--- config.mk ---
export PLATFORM = sky130hd
export DESIGN_NAME = rx_tag_fifo
export DESIGN_NICKNAME = d
export VERILOG_FILES = /design/src/rtl/rx_tag_pkg.sv /design/src/rtl/rx_tag_store.sv /design/src/rtl/rx_hold_stage.sv /design/src/rtl/rx_status_merge.sv /design/src/rtl/rx_rts_ctrl.sv /design/src/rtl/rx_tag_fifo.sv
export SDC_FILE = /design/constraint.sdc
export NUM_CORES = 1
export LEC_CHECK = 0
export CELL_PAD_IN_SITES_DETAIL_PLACEMENT = 1
export CELL_PAD_IN_SITES_GLOBAL_PLACEMENT = 2
export CORE_UTILIZATION = 46
export DETAILED_ROUTE_END_ITERATION = 8
export PLACE_DENSITY = 0.81
export SYNTH_ARGS = -nofsm -noshare
export SYNTH_HDL_FRONTEND = slang
export SYNTH_SLANG_ARGS = --single-unit
--- constraint.sdc ---
create_clock -name clk -period 5.84 [get_ports clk]
set_input_delay 1.46 -clock clk [delete_from_list [all_inputs] [get_ports clk]]
set_output_delay 1.46 -clock clk [all_outputs]
set_load 0.03 [all_outputs]
--- src/rtl/rx_tag_pkg.sv ---
// Package: shared types for the tagged receive buffer.
// Assumes: the three error tags travel together as one packed group.
package rx_tag_pkg;
    typedef struct packed {
        logic brk;
        logic ferr;
        logic perr;
    } rx_tags_t;
endpackage

--- src/rtl/rx_tag_store.sv ---
// Module: circular buffer of bytes with per-entry error tags.
// Assumes: the caller never writes when full and never pops when empty;
// flush realigns both pointers and empties the buffer in one cycle.
module rx_tag_store
    import rx_tag_pkg::*;
#(
    parameter int DATA_W = 8,
    parameter int DEPTH  = 8
) (
    input  logic              clk,
    input  logic              rst_n,
    input  logic              flush,
    input  logic              wr_en,
    input  logic [DATA_W-1:0] wr_data,
    input  rx_tags_t          wr_tags,
    input  logic              rd_pop,
    output logic [DATA_W-1:0] head_data,
    output rx_tags_t          head_tags,
    output logic              full,
    output logic              empty
);
    localparam int PTR_W = (DEPTH > 1) ? $clog2(DEPTH) : 1;
    localparam int CNT_W = $clog2(DEPTH + 1);
    localparam logic [CNT_W-1:0] FULL_CNT = CNT_W'(DEPTH);
    localparam logic [PTR_W-1:0] LAST_PTR = PTR_W'(DEPTH - 1);

    logic [DATA_W-1:0] data_mem [DEPTH];
    rx_tags_t          tag_mem  [DEPTH];
    logic [PTR_W-1:0]  wr_ptr, rd_ptr;
    logic [CNT_W-1:0]  count;

    assign full      = (count == FULL_CNT);
    assign empty     = (count == '0);
    assign head_data = data_mem[rd_ptr];
    assign head_tags = tag_mem[rd_ptr];

    // Storage write: place byte and tags at the write pointer.
    always_ff @(posedge clk) begin
        if (wr_en && !flush) begin
            data_mem[wr_ptr] <= wr_data;
            tag_mem[wr_ptr]  <= wr_tags;
        end
    end

    // Pointer and occupancy update, with wrap at DEPTH-1.
    always_ff @(posedge clk) begin
        if (!rst_n || flush) begin
            wr_ptr <= '0;
            rd_ptr <= '0;
            count  <= '0;
        end else begin
            if (wr_en)
                wr_ptr <= (wr_ptr == LAST_PTR) ? '0 : wr_ptr + 1'b1;
            if (rd_pop)
                rd_ptr <= (rd_ptr == LAST_PTR) ? '0 : rd_ptr + 1'b1;
            case ({wr_en, rd_pop})
                2'b10:   count <= count + 1'b1;
                2'b01:   count <= count - 1'b1;
                default: count <= count;
            endcase
        end
    end

    // the holding-stage logic must never push into a full buffer.
    assert_no_overflow_R2: assert property (@(posedge clk) disable iff (!rst_n)
        full |-> !wr_en);

    // a lone write grows the occupancy by exactly one.
    assert_count_step_R2: assert property (@(posedge clk) disable iff (!rst_n)
        (wr_en && !rd_pop && !flush) |=> (count == $past(count) + 1'b1));
endmodule

--- src/rtl/rx_hold_stage.sv ---
// Module: single-character holding stage in front of the buffer,
// plus the sticky overrun flag.
// Assumes: buf_full is the registered occupancy state; a slot freed by a
// read is seen one cycle later, when the held character moves in.
module rx_hold_stage
    import rx_tag_pkg::*;
#(
    parameter int DATA_W = 8
) (
    input  logic              clk,
    input  logic              rst_n,
    input  logic              flush,
    input  logic              chr_valid,
    input  logic [DATA_W-1:0] chr_data,
    input  rx_tags_t          chr_tags,
    input  logic              start_seen,
    input  logic              err_clr,
    input  logic              buf_full,
    output logic              wr_en,
    output logic [DATA_W-1:0] wr_data,
    output rx_tags_t          wr_tags,
    output logic              ovr
);
    logic              hold_vld;
    logic [DATA_W-1:0] hold_data;
    rx_tags_t          hold_tags;
    logic              hold_move, direct_wr, to_hold;

    // Write-source selection: the held character has priority over a new one.
    always_comb begin
        hold_move = hold_vld && !buf_full;
        direct_wr = chr_valid && !hold_vld && !buf_full;
        to_hold   = chr_valid && !direct_wr;
        wr_en     = hold_move || direct_wr;
        wr_data   = hold_move ? hold_data : chr_data;
        wr_tags   = hold_move ? hold_tags : chr_tags;
    end

    // Holding register: capture, overwrite, or release into the buffer.
    always_ff @(posedge clk) begin
        if (!rst_n || flush) begin
            hold_vld  <= 1'b0;
            hold_data <= '0;
            hold_tags <= '0;
        end else if (to_hold) begin
            hold_vld  <= 1'b1;
            hold_data <= chr_data;
            hold_tags <= chr_tags;
        end else if (hold_move) begin
            hold_vld  <= 1'b0;
        end
    end

    // Overrun flag: set by a start bit with nowhere to go, cleared by command.
    always_ff @(posedge clk) begin
        if (!rst_n || flush)
            ovr <= 1'b0;
        else if (start_seen && buf_full && hold_vld)
            ovr <= 1'b1;
        else if (err_clr)
            ovr <= 1'b0;
    end

    // with no new character, a held one leaves as soon as a slot is free.
    assert_hold_moves_R6: assert property (@(posedge clk) disable iff (!rst_n)
        (hold_vld && !buf_full && !chr_valid && !flush) |=> !hold_vld);

    // overrun stays set until the clear command or a receiver reset.
    assert_ovr_sticky_R8: assert property (@(posedge clk) disable iff (!rst_n)
        (ovr && !err_clr && !flush) |=> ovr);
endmodule

--- src/rtl/rx_status_merge.sv ---
// Module: forms the reported error status from the head entry's tags,
// either per character or accumulated since the last clear.
// Assumes: the head tags are valid only while head_valid is high.
module rx_status_merge
    import rx_tag_pkg::*;
(
    input  logic     clk,
    input  logic     rst_n,
    input  logic     flush,
    input  logic     err_clr,
    input  logic     blk_mode,
    input  logic     head_valid,
    input  rx_tags_t head_tags,
    output rx_tags_t rep_tags
);
    rx_tags_t acc;
    rx_tags_t head_live;

    assign head_live = head_valid ? head_tags : rx_tags_t'('0);

    // Accumulator: OR in every tag that sits at the head, cleared by command.
    always_ff @(posedge clk) begin
        if (!rst_n || flush || err_clr)
            acc <= '0;
        else
            acc <= acc | head_live;
    end

    // Reported status: head only, or head merged with history.
    always_comb begin
        if (blk_mode)
            rep_tags = acc | head_live;
        else
            rep_tags = head_live;
    end

    // accumulated bits are never lost without a clear or a reset.
    assert_block_sticky_R4: assert property (@(posedge clk) disable iff (!rst_n)
        (!err_clr && !flush) |=> ((acc & $past(acc)) == $past(acc)));
endmodule

--- src/rtl/rx_rts_ctrl.sv ---
// Module: automatic request-to-send control for the receive side.
// Assumes: start_seen is a one-cycle pulse from the receiver; the pin is
// the NAND of the output-port bit and the internal send request.
module rx_rts_ctrl (
    input  logic clk,
    input  logic rst_n,
    input  logic flush,
    input  logic start_seen,
    input  logic buf_full,
    input  logic auto_en,
    input  logic port_bit,
    output logic rts_n
);
    logic stop_req;
    logic send_req;

    // Stop request: raised by a start bit into a full buffer, dropped on a free slot.
    always_ff @(posedge clk) begin
        if (!rst_n || flush)
            stop_req <= 1'b0;
        else if (start_seen && buf_full)
            stop_req <= 1'b1;
        else if (!buf_full)
            stop_req <= 1'b0;
    end

    // Pin drive: the request is withdrawn only while the buffer is still full.
    always_comb begin
        send_req = auto_en ? !(stop_req && buf_full) : 1'b1;
        rts_n    = !(port_bit && send_req);
    end
endmodule

--- src/rtl/rx_tag_fifo.sv ---
// Module: top of the tagged receive buffer. Joins the holding stage,
// the storage, the status merge and the flow-control output; registers
// the read data.
// Assumes: all strobes are synchronous one-cycle pulses; rx_rst wins
// over any simultaneous write or read.
module rx_tag_fifo
    import rx_tag_pkg::*;
#(
    parameter int DATA_W = 8,
    parameter int DEPTH  = 8
) (
    input  logic              clk,
    input  logic              rst_n,
    input  logic              rx_rst,
    input  logic              chr_valid,
    input  logic [DATA_W-1:0] chr_data,
    input  logic              chr_perr,
    input  logic              chr_ferr,
    input  logic              chr_brk,
    input  logic              start_seen,
    input  logic              rd_en,
    input  logic              err_clr,
    input  logic              blk_mode,
    input  logic              auto_rts_en,
    input  logic              port_bit,
    output logic [DATA_W-1:0] rd_data,
    output logic              rx_rdy,
    output logic              ffull,
    output logic              st_perr,
    output logic              st_ferr,
    output logic              st_brk,
    output logic              st_ovr,
    output logic              rts_n
);
    rx_tags_t          in_tags, wr_tags, head_tags, rep_tags;
    logic              wr_en, rd_pop, buf_full, buf_empty;
    logic [DATA_W-1:0] wr_data, head_data;

    assign in_tags = '{brk: chr_brk, ferr: chr_ferr, perr: chr_perr};
    assign rd_pop  = rd_en && !buf_empty && !rx_rst;
    assign rx_rdy  = !buf_empty;
    assign ffull   = buf_full;
    assign st_perr = rep_tags.perr;
    assign st_ferr = rep_tags.ferr;
    assign st_brk  = rep_tags.brk;

    rx_hold_stage #(.DATA_W(DATA_W)) u_hold (
        .clk        (clk),
        .rst_n      (rst_n),
        .flush      (rx_rst),
        .chr_valid  (chr_valid),
        .chr_data   (chr_data),
        .chr_tags   (in_tags),
        .start_seen (start_seen),
        .err_clr    (err_clr),
        .buf_full   (buf_full),
        .wr_en      (wr_en),
        .wr_data    (wr_data),
        .wr_tags    (wr_tags),
        .ovr        (st_ovr)
    );

    rx_tag_store #(.DATA_W(DATA_W), .DEPTH(DEPTH)) u_store (
        .clk       (clk),
        .rst_n     (rst_n),
        .flush     (rx_rst),
        .wr_en     (wr_en),
        .wr_data   (wr_data),
        .wr_tags   (wr_tags),
        .rd_pop    (rd_pop),
        .head_data (head_data),
        .head_tags (head_tags),
        .full      (buf_full),
        .empty     (buf_empty)
    );

    rx_status_merge u_merge (
        .clk        (clk),
        .rst_n      (rst_n),
        .flush      (rx_rst),
        .err_clr    (err_clr),
        .blk_mode   (blk_mode),
        .head_valid (!buf_empty),
        .head_tags  (head_tags),
        .rep_tags   (rep_tags)
    );

    rx_rts_ctrl u_rts (
        .clk        (clk),
        .rst_n      (rst_n),
        .flush      (rx_rst),
        .start_seen (start_seen),
        .buf_full   (buf_full),
        .auto_en    (auto_rts_en),
        .port_bit   (port_bit),
        .rts_n      (rts_n)
    );

    // Read data register: load the head on a pop, otherwise keep the last value.
    always_ff @(posedge clk) begin
        if (!rst_n)
            rd_data <= '0;
        else if (rd_pop)
            rd_data <= head_data;
    end

    // a start bit into a full buffer withdraws the request next cycle.
    assert_rts_negate_R9: assert property (@(posedge clk) disable iff (!rst_n)
        (start_seen && ffull && auto_rts_en && port_bit && !rd_en && !rx_rst)
        |=> rts_n);

    // receiver reset leaves an empty buffer with no overrun.
    assert_rxrst_clears_R11: assert property (@(posedge clk) disable iff (!rst_n)
        rx_rst |=> (!rx_rdy && !ffull && !st_ovr));

    // reading an empty buffer does not disturb the data output.
    assert_empty_read_R12: assert property (@(posedge clk) disable iff (!rst_n)
        (rd_en && !rx_rdy && !rx_rst) |=> $stable(rd_data));
endmodule

**Word-level counts from Yosys, hierarchy flattened**

Memory sizes are Yosys's and may differ from the RTL's. A register that Yosys moved wholly into a read port is not among the register bits.
Cells that the tools add are included.

- Flip-flop bits (word level): 27
- Memories: 2
- Bits in read-only memories: 0
- Input bits: 21
- Output and inout port bits: 15
- Latch bits: 0
- Memory bits (writable): 88

- Bitwise gates (word level): 1
- Mux-type cells: 18
- Magnitude comparators: 0
- Eq/ne operators: 6
- Shifts and indexed selects: 0
- $add $sub $neg: 4
- Reductions and logical operators: 27
- Multipliers: 0
- Div/mod/pow operators: 0

Memories:

| memory | depth | bits a word | read ports | clocked after Yosys merged registers in | wr ports | line | RTL |
|---|---|---|---|---|---|---|---|
| u_store.data_mem | 8 | 8 | 1 | 1 | 1 | rx_tag_store.sv:27 | `logic [DATA_W-1:0] data_mem [DEPTH];` |
| u_store.tag_mem | 8 | 3 | 1 | 1 | 1 | rx_tag_store.sv:28 | `rx_tags_t tag_mem [DEPTH];` |

Operators with widths:

| kind | number |
|---|---|
| $mux 3 | 7 |
| $logic_and 1x1->1 | 11 |
| $logic_not 1->1 | 9 |
| $mux 1 | 9 |
| $mux 8 | 1 |
| $pmux 4 s2 | 1 |
| $add 3x1->3 const B | 2 |
| $eq 3x3->1 const B | 2 |
| $reduce_bool 2->1 | 3 |
| $add 4x1->4 const B | 1 |
| $eq 4x4->1 const B | 1 |
| $logic_not 4->1 | 1 |
| $sub 4x1->4 const B | 1 |
| $logic_or 1x1->1 | 3 |
| $or 3x3->3 | 1 |
| $eq 2x1->1 const B | 1 |
| $eq 2x2->1 const B | 1 |
| $ne 2x2->1 const B | 1 |

**Depth between registers and ports, before layout**

- Word-level depth: 7
- Mapped depth: 13
- Depth with buffers taken out: 11

**Modules after synthesis**

A second synthesis with hierarchy kept.

- Cells, all modules: 335
- Area total of the unflattened synthesis: 5377.7 sq um

By module, submodules not included:

| module | area an instance (sq um) | cells each | instances |
|---|---|---|---|
| rx_tag_store | 4058.9 | 205 | 1 |
| rx_hold_stage | 804.5 | 74 | 1 |
| rx_tag_fifo | 344.1 | 37 | 1 |
| rx_status_merge | 123.9 | 13 | 1 |
| rx_rts_ctrl | 46.3 | 6 | 1 |

**Worst setup path before layout**

OpenSTA, ideal clock, no wires.

- Path kind: input to output
- Start: in auto_rts_en
- End: out rts_n
- Data required time: 4.380 ns
- Arrival: 2.177 ns
- Buffers on the path: 0
- Path slack: 2.203 ns
- Stages on the path: 2
- Cells stage by stage: nand2_1 o21ai_0

- Cells in the longest elaborated chain, start to end: 3

RTL lines:

| element | line | RTL |
|---|---|---|
| start, declared | rx_tag_fifo.sv:24 | `input logic auto_rts_en,` |
| $mux 1 | rx_rts_ctrl.sv:29 | `send_req = auto_en ? !(stop_req && buf_full) : 1'b1;` |
| $logic_and 1x1->1 | rx_rts_ctrl.sv:30 | `rts_n = !(port_bit && send_req);` |
| $logic_not 1->1 | rx_rts_ctrl.sv:30 |  |
| end, declared | rx_tag_fifo.sv:33 | `output logic rts_n` |

Every way passes these cells.

**Worst setup path after layout**

- Start: in blk_mode
- End: out st_ferr

- Cells in the longest elaborated chain, start to end: 1

RTL lines:

| element | line | RTL |
|---|---|---|
| start, declared | rx_tag_fifo.sv:23 | `input logic blk_mode,` |
| $mux 3 | rx_status_merge.sv:31 | `if (blk_mode)` |
| end, declared | rx_tag_fifo.sv:30 | `output logic st_ferr,` |

Every way passes these cells.

==> out/qor.txt <==
Sw Share - 0.2092
largest net degree at the start of global routing - 26
r2r worst-path depth - 11
crit path max fanout - 3
Slew Limit Fails - 0
number of vias per cell - 5.633
largest cells by area after synthesis - edfxtp_1, dfxtp_1, mux4_2
Root Buffer - clkbuf_8
CTS tree - built
core region area - 0.01084 sq mm
Final Net Count - 405
initial antenna violation count - 0
Tmin final - 4.260 ns
# diodes - 0
Max-cap violations - 0
library cells used by synthesis - 44
Slew HR - 0.1093
Initial Util - 0.4717
DRC - 0
Max Fclk - 234.7 MHz
Ys Warns - 0
Min-Delay Path Depth - 2
Worst-Skew Late Latency - 0.52 ns
setup_tns - 0 ns
EDFF count, synth - 88
most common cell after layout, fill and taps aside - edfxtp_1
Synth Area per Inst - 15.36 sq um
port bufs - 35
fraction of layout cells with a size suffix above 1 - 0.1918
antenna-violating nets left - 0
Cells after Synth - 333
GRT Util Overall - 0.2177
Slew @ Worst Pin - 1.329 ns
Critical Path RT - 4.38 ns
RSZ-0062 raised after global routing - false
gr ovfl total - 0
DIE AREA - 0.01154 sq mm
Clock Power Share - 0.496
CP arrival - 2.80 ns
Critical Path Sink Type - primary output
Sw Pwr - 0.0004396 W
proportion of netlist area held by the largest area contributor - 0.5168
leading area contributor after synthesis - edfxtp_1
hpwl dp - 7074 um
number of setup buffers added after CTS - 0
post-synthesis cell area - 0.005114 sq mm
Cell Int Power - 0.001662 W
Synth async-reset ratio - 0
P per Cell Area - 338.5 mW/mm^2
clock-pin transition on the worst setup and hold timing paths - 0.06 ns
number of I/O pins - 36
final WL - 11320 um
Hold Crit Class - flip-flop to flip-flop
Pleak - 2.176 nW
Final Core Density - 0.5727
sequential element share of the synthesized area - 0.6655
cts repair resizes - 0
Seq pwr share - 0.461
clk_skew - 0.007137 ns
H-tree depth - 4
gpl congestion - 0.7932
initial DRC count - 127
final setup fails - 0
CP startpoint kind - input port
critical setup path kind - input port to primary output
Max VDD drop - 0.1961 mV
Final Hold Fails - 0
Die W - 107.4 um
#FFs+latches synth - 126
final worst path period share - 0.7295
commonest cells after routing, fill and taps aside - edfxtp_1, dfxtp_1, mux2i_1, clkdlybuf4s50_1, nor2_1
DR WL/cell - 21.31 um
vias in the first global route - 3158
first-pass GRT wire length - 17740 um
Synth Net Count - 360
routed via count - 2991
FP Rows - 38
Hold-fix buffers, CTS - 0
deepest clock path buffer count - 2
combinational share of power - 0.043
Synth Flop Type - edfxtp_1
# clock sinks - 126
TritonRoute pass-1 iters - 4
die height - 107.4 um
area growth from synthesis to layout - 21.41%
CTS Buf Count - 17
outcome - complete, no violations
R2R setup slack - 2.54 ns
flip-flops by register name, summed over array words and instances (netlist names), 4 cells and up, named ones only:
name	flops
u_store.tag_mem	24
rd_data	8
u_store.count	4
u_store.data_mem	64
u_hold.hold_data	8
cell usage after synthesis (2+ instances only):
master	instances
a21oi_1	18
a221oi_1	3
a22o_1	3
a22oi_1	3
and3b_1	2
buf_2	4
buf_4	2
buf_6	2
clkbuf_1	6
dfxtp_1	38
edfxtp_1	88
ha_1	6
inv_1	3
mux2_2	11
mux2i_1	35
mux4_2	16
nand2_1	16
nand2b_1	7
nand3b_1	2
nor2_1	20
nor2b_1	4
nor3_1	8
nor4_1	2
o21ai_0	11
or3_1	3
xor2_1	2
area by class of cell:
type / instances / area (sq um)
clock inverter: 14 / 165.2
sequential: 126 / 3403
fill: 1040 / 4632
inverter: 6 / 30.03
timing repair buffer: 41 / 395.4
multi-input combinational: 186 / 1612
clock buffer: 18 / 427.9
tap: 140 / 175.2
worst paths after layout:
check	start	endpoint
max	blk_mode	st_ferr
min	u_hold.hold_tags[0]$_SDFFE_PP0P_	u_hold.hold_tags[0]$_SDFFE_PP0P_
min reg2reg	u_hold.hold_tags[0]$_SDFFE_PP0P_	u_hold.hold_tags[0]$_SDFFE_PP0P_
max reg2reg	u_store.count[0]$_SDFFE_PP0P_	u_store.count[2]$_SDFFE_PP0P_
power by group through the flow:
stage          sequential (W)  clock, W  combinational [W]
2_1_floorplan        0.000989         0          0.0000458
3_3_place_gp         0.000987         0          0.0000867
3_5_place_dp         0.000988         0          0.0000889
4_1_cts              0.000969   0.00106          0.0000913
5_1_grt              0.000969   0.00110          0.0000977
6_report             0.000969   0.00104          0.0000901
layer usage:
layer / GRT usage / vias to the layer above / share of wire
li1: - / 1377 / -
met1: 0.2844 / 1536 / 0.46
met2: 0.3498 / 62 / 0.50
met3: 0.06235 / 16 / 0.032
met4: 0.07241 / 0 / 0.016
met5: 0 / - / 0
through the flow:
| stage | instances | setup WS (ns) | area (sq um) | total power, W | hold slack, ns |
|---|---|---|---|---|---|
| floorplan | 333 | 2.203 | 5114 | 0.001035 | 0.4593 |
| global placement | 499 | 1.423 | 5615 | 0.001074 | 0.4705 |
| detailed placement | 499 | 1.249 | 5615 | 0.001076 | 0.4851 |
| CTS | 531 | 1.552 | 6208 | 0.002121 | 0.5006 |
| global route | 531 | 1.408 | 6208 | 0.002163 | 0.5269 |
| finish | 531 | 1.580 | 6208 | 0.002101 | 0.4942 |
cells by family (layout without fill, tap and decap cells):
kind of cell	after synthesis	count (layout)	synth area share
buf+inv	21	79	0.02226
flops	126	126	0.6655
compound gates	44	44	0.05530
fa+ha+maj	6	6	0.01468
xor+xnor	2	2	0.003426
simple gates	72	72	0.07561
mux	62	62	0.1632
critical path: stages:
cell and delay (ns):
clkdlybuf4s50_1 0.51, a22o_1 0.16, clkdlybuf4s50_1 0.67
(Power assumes the default switching activity.)
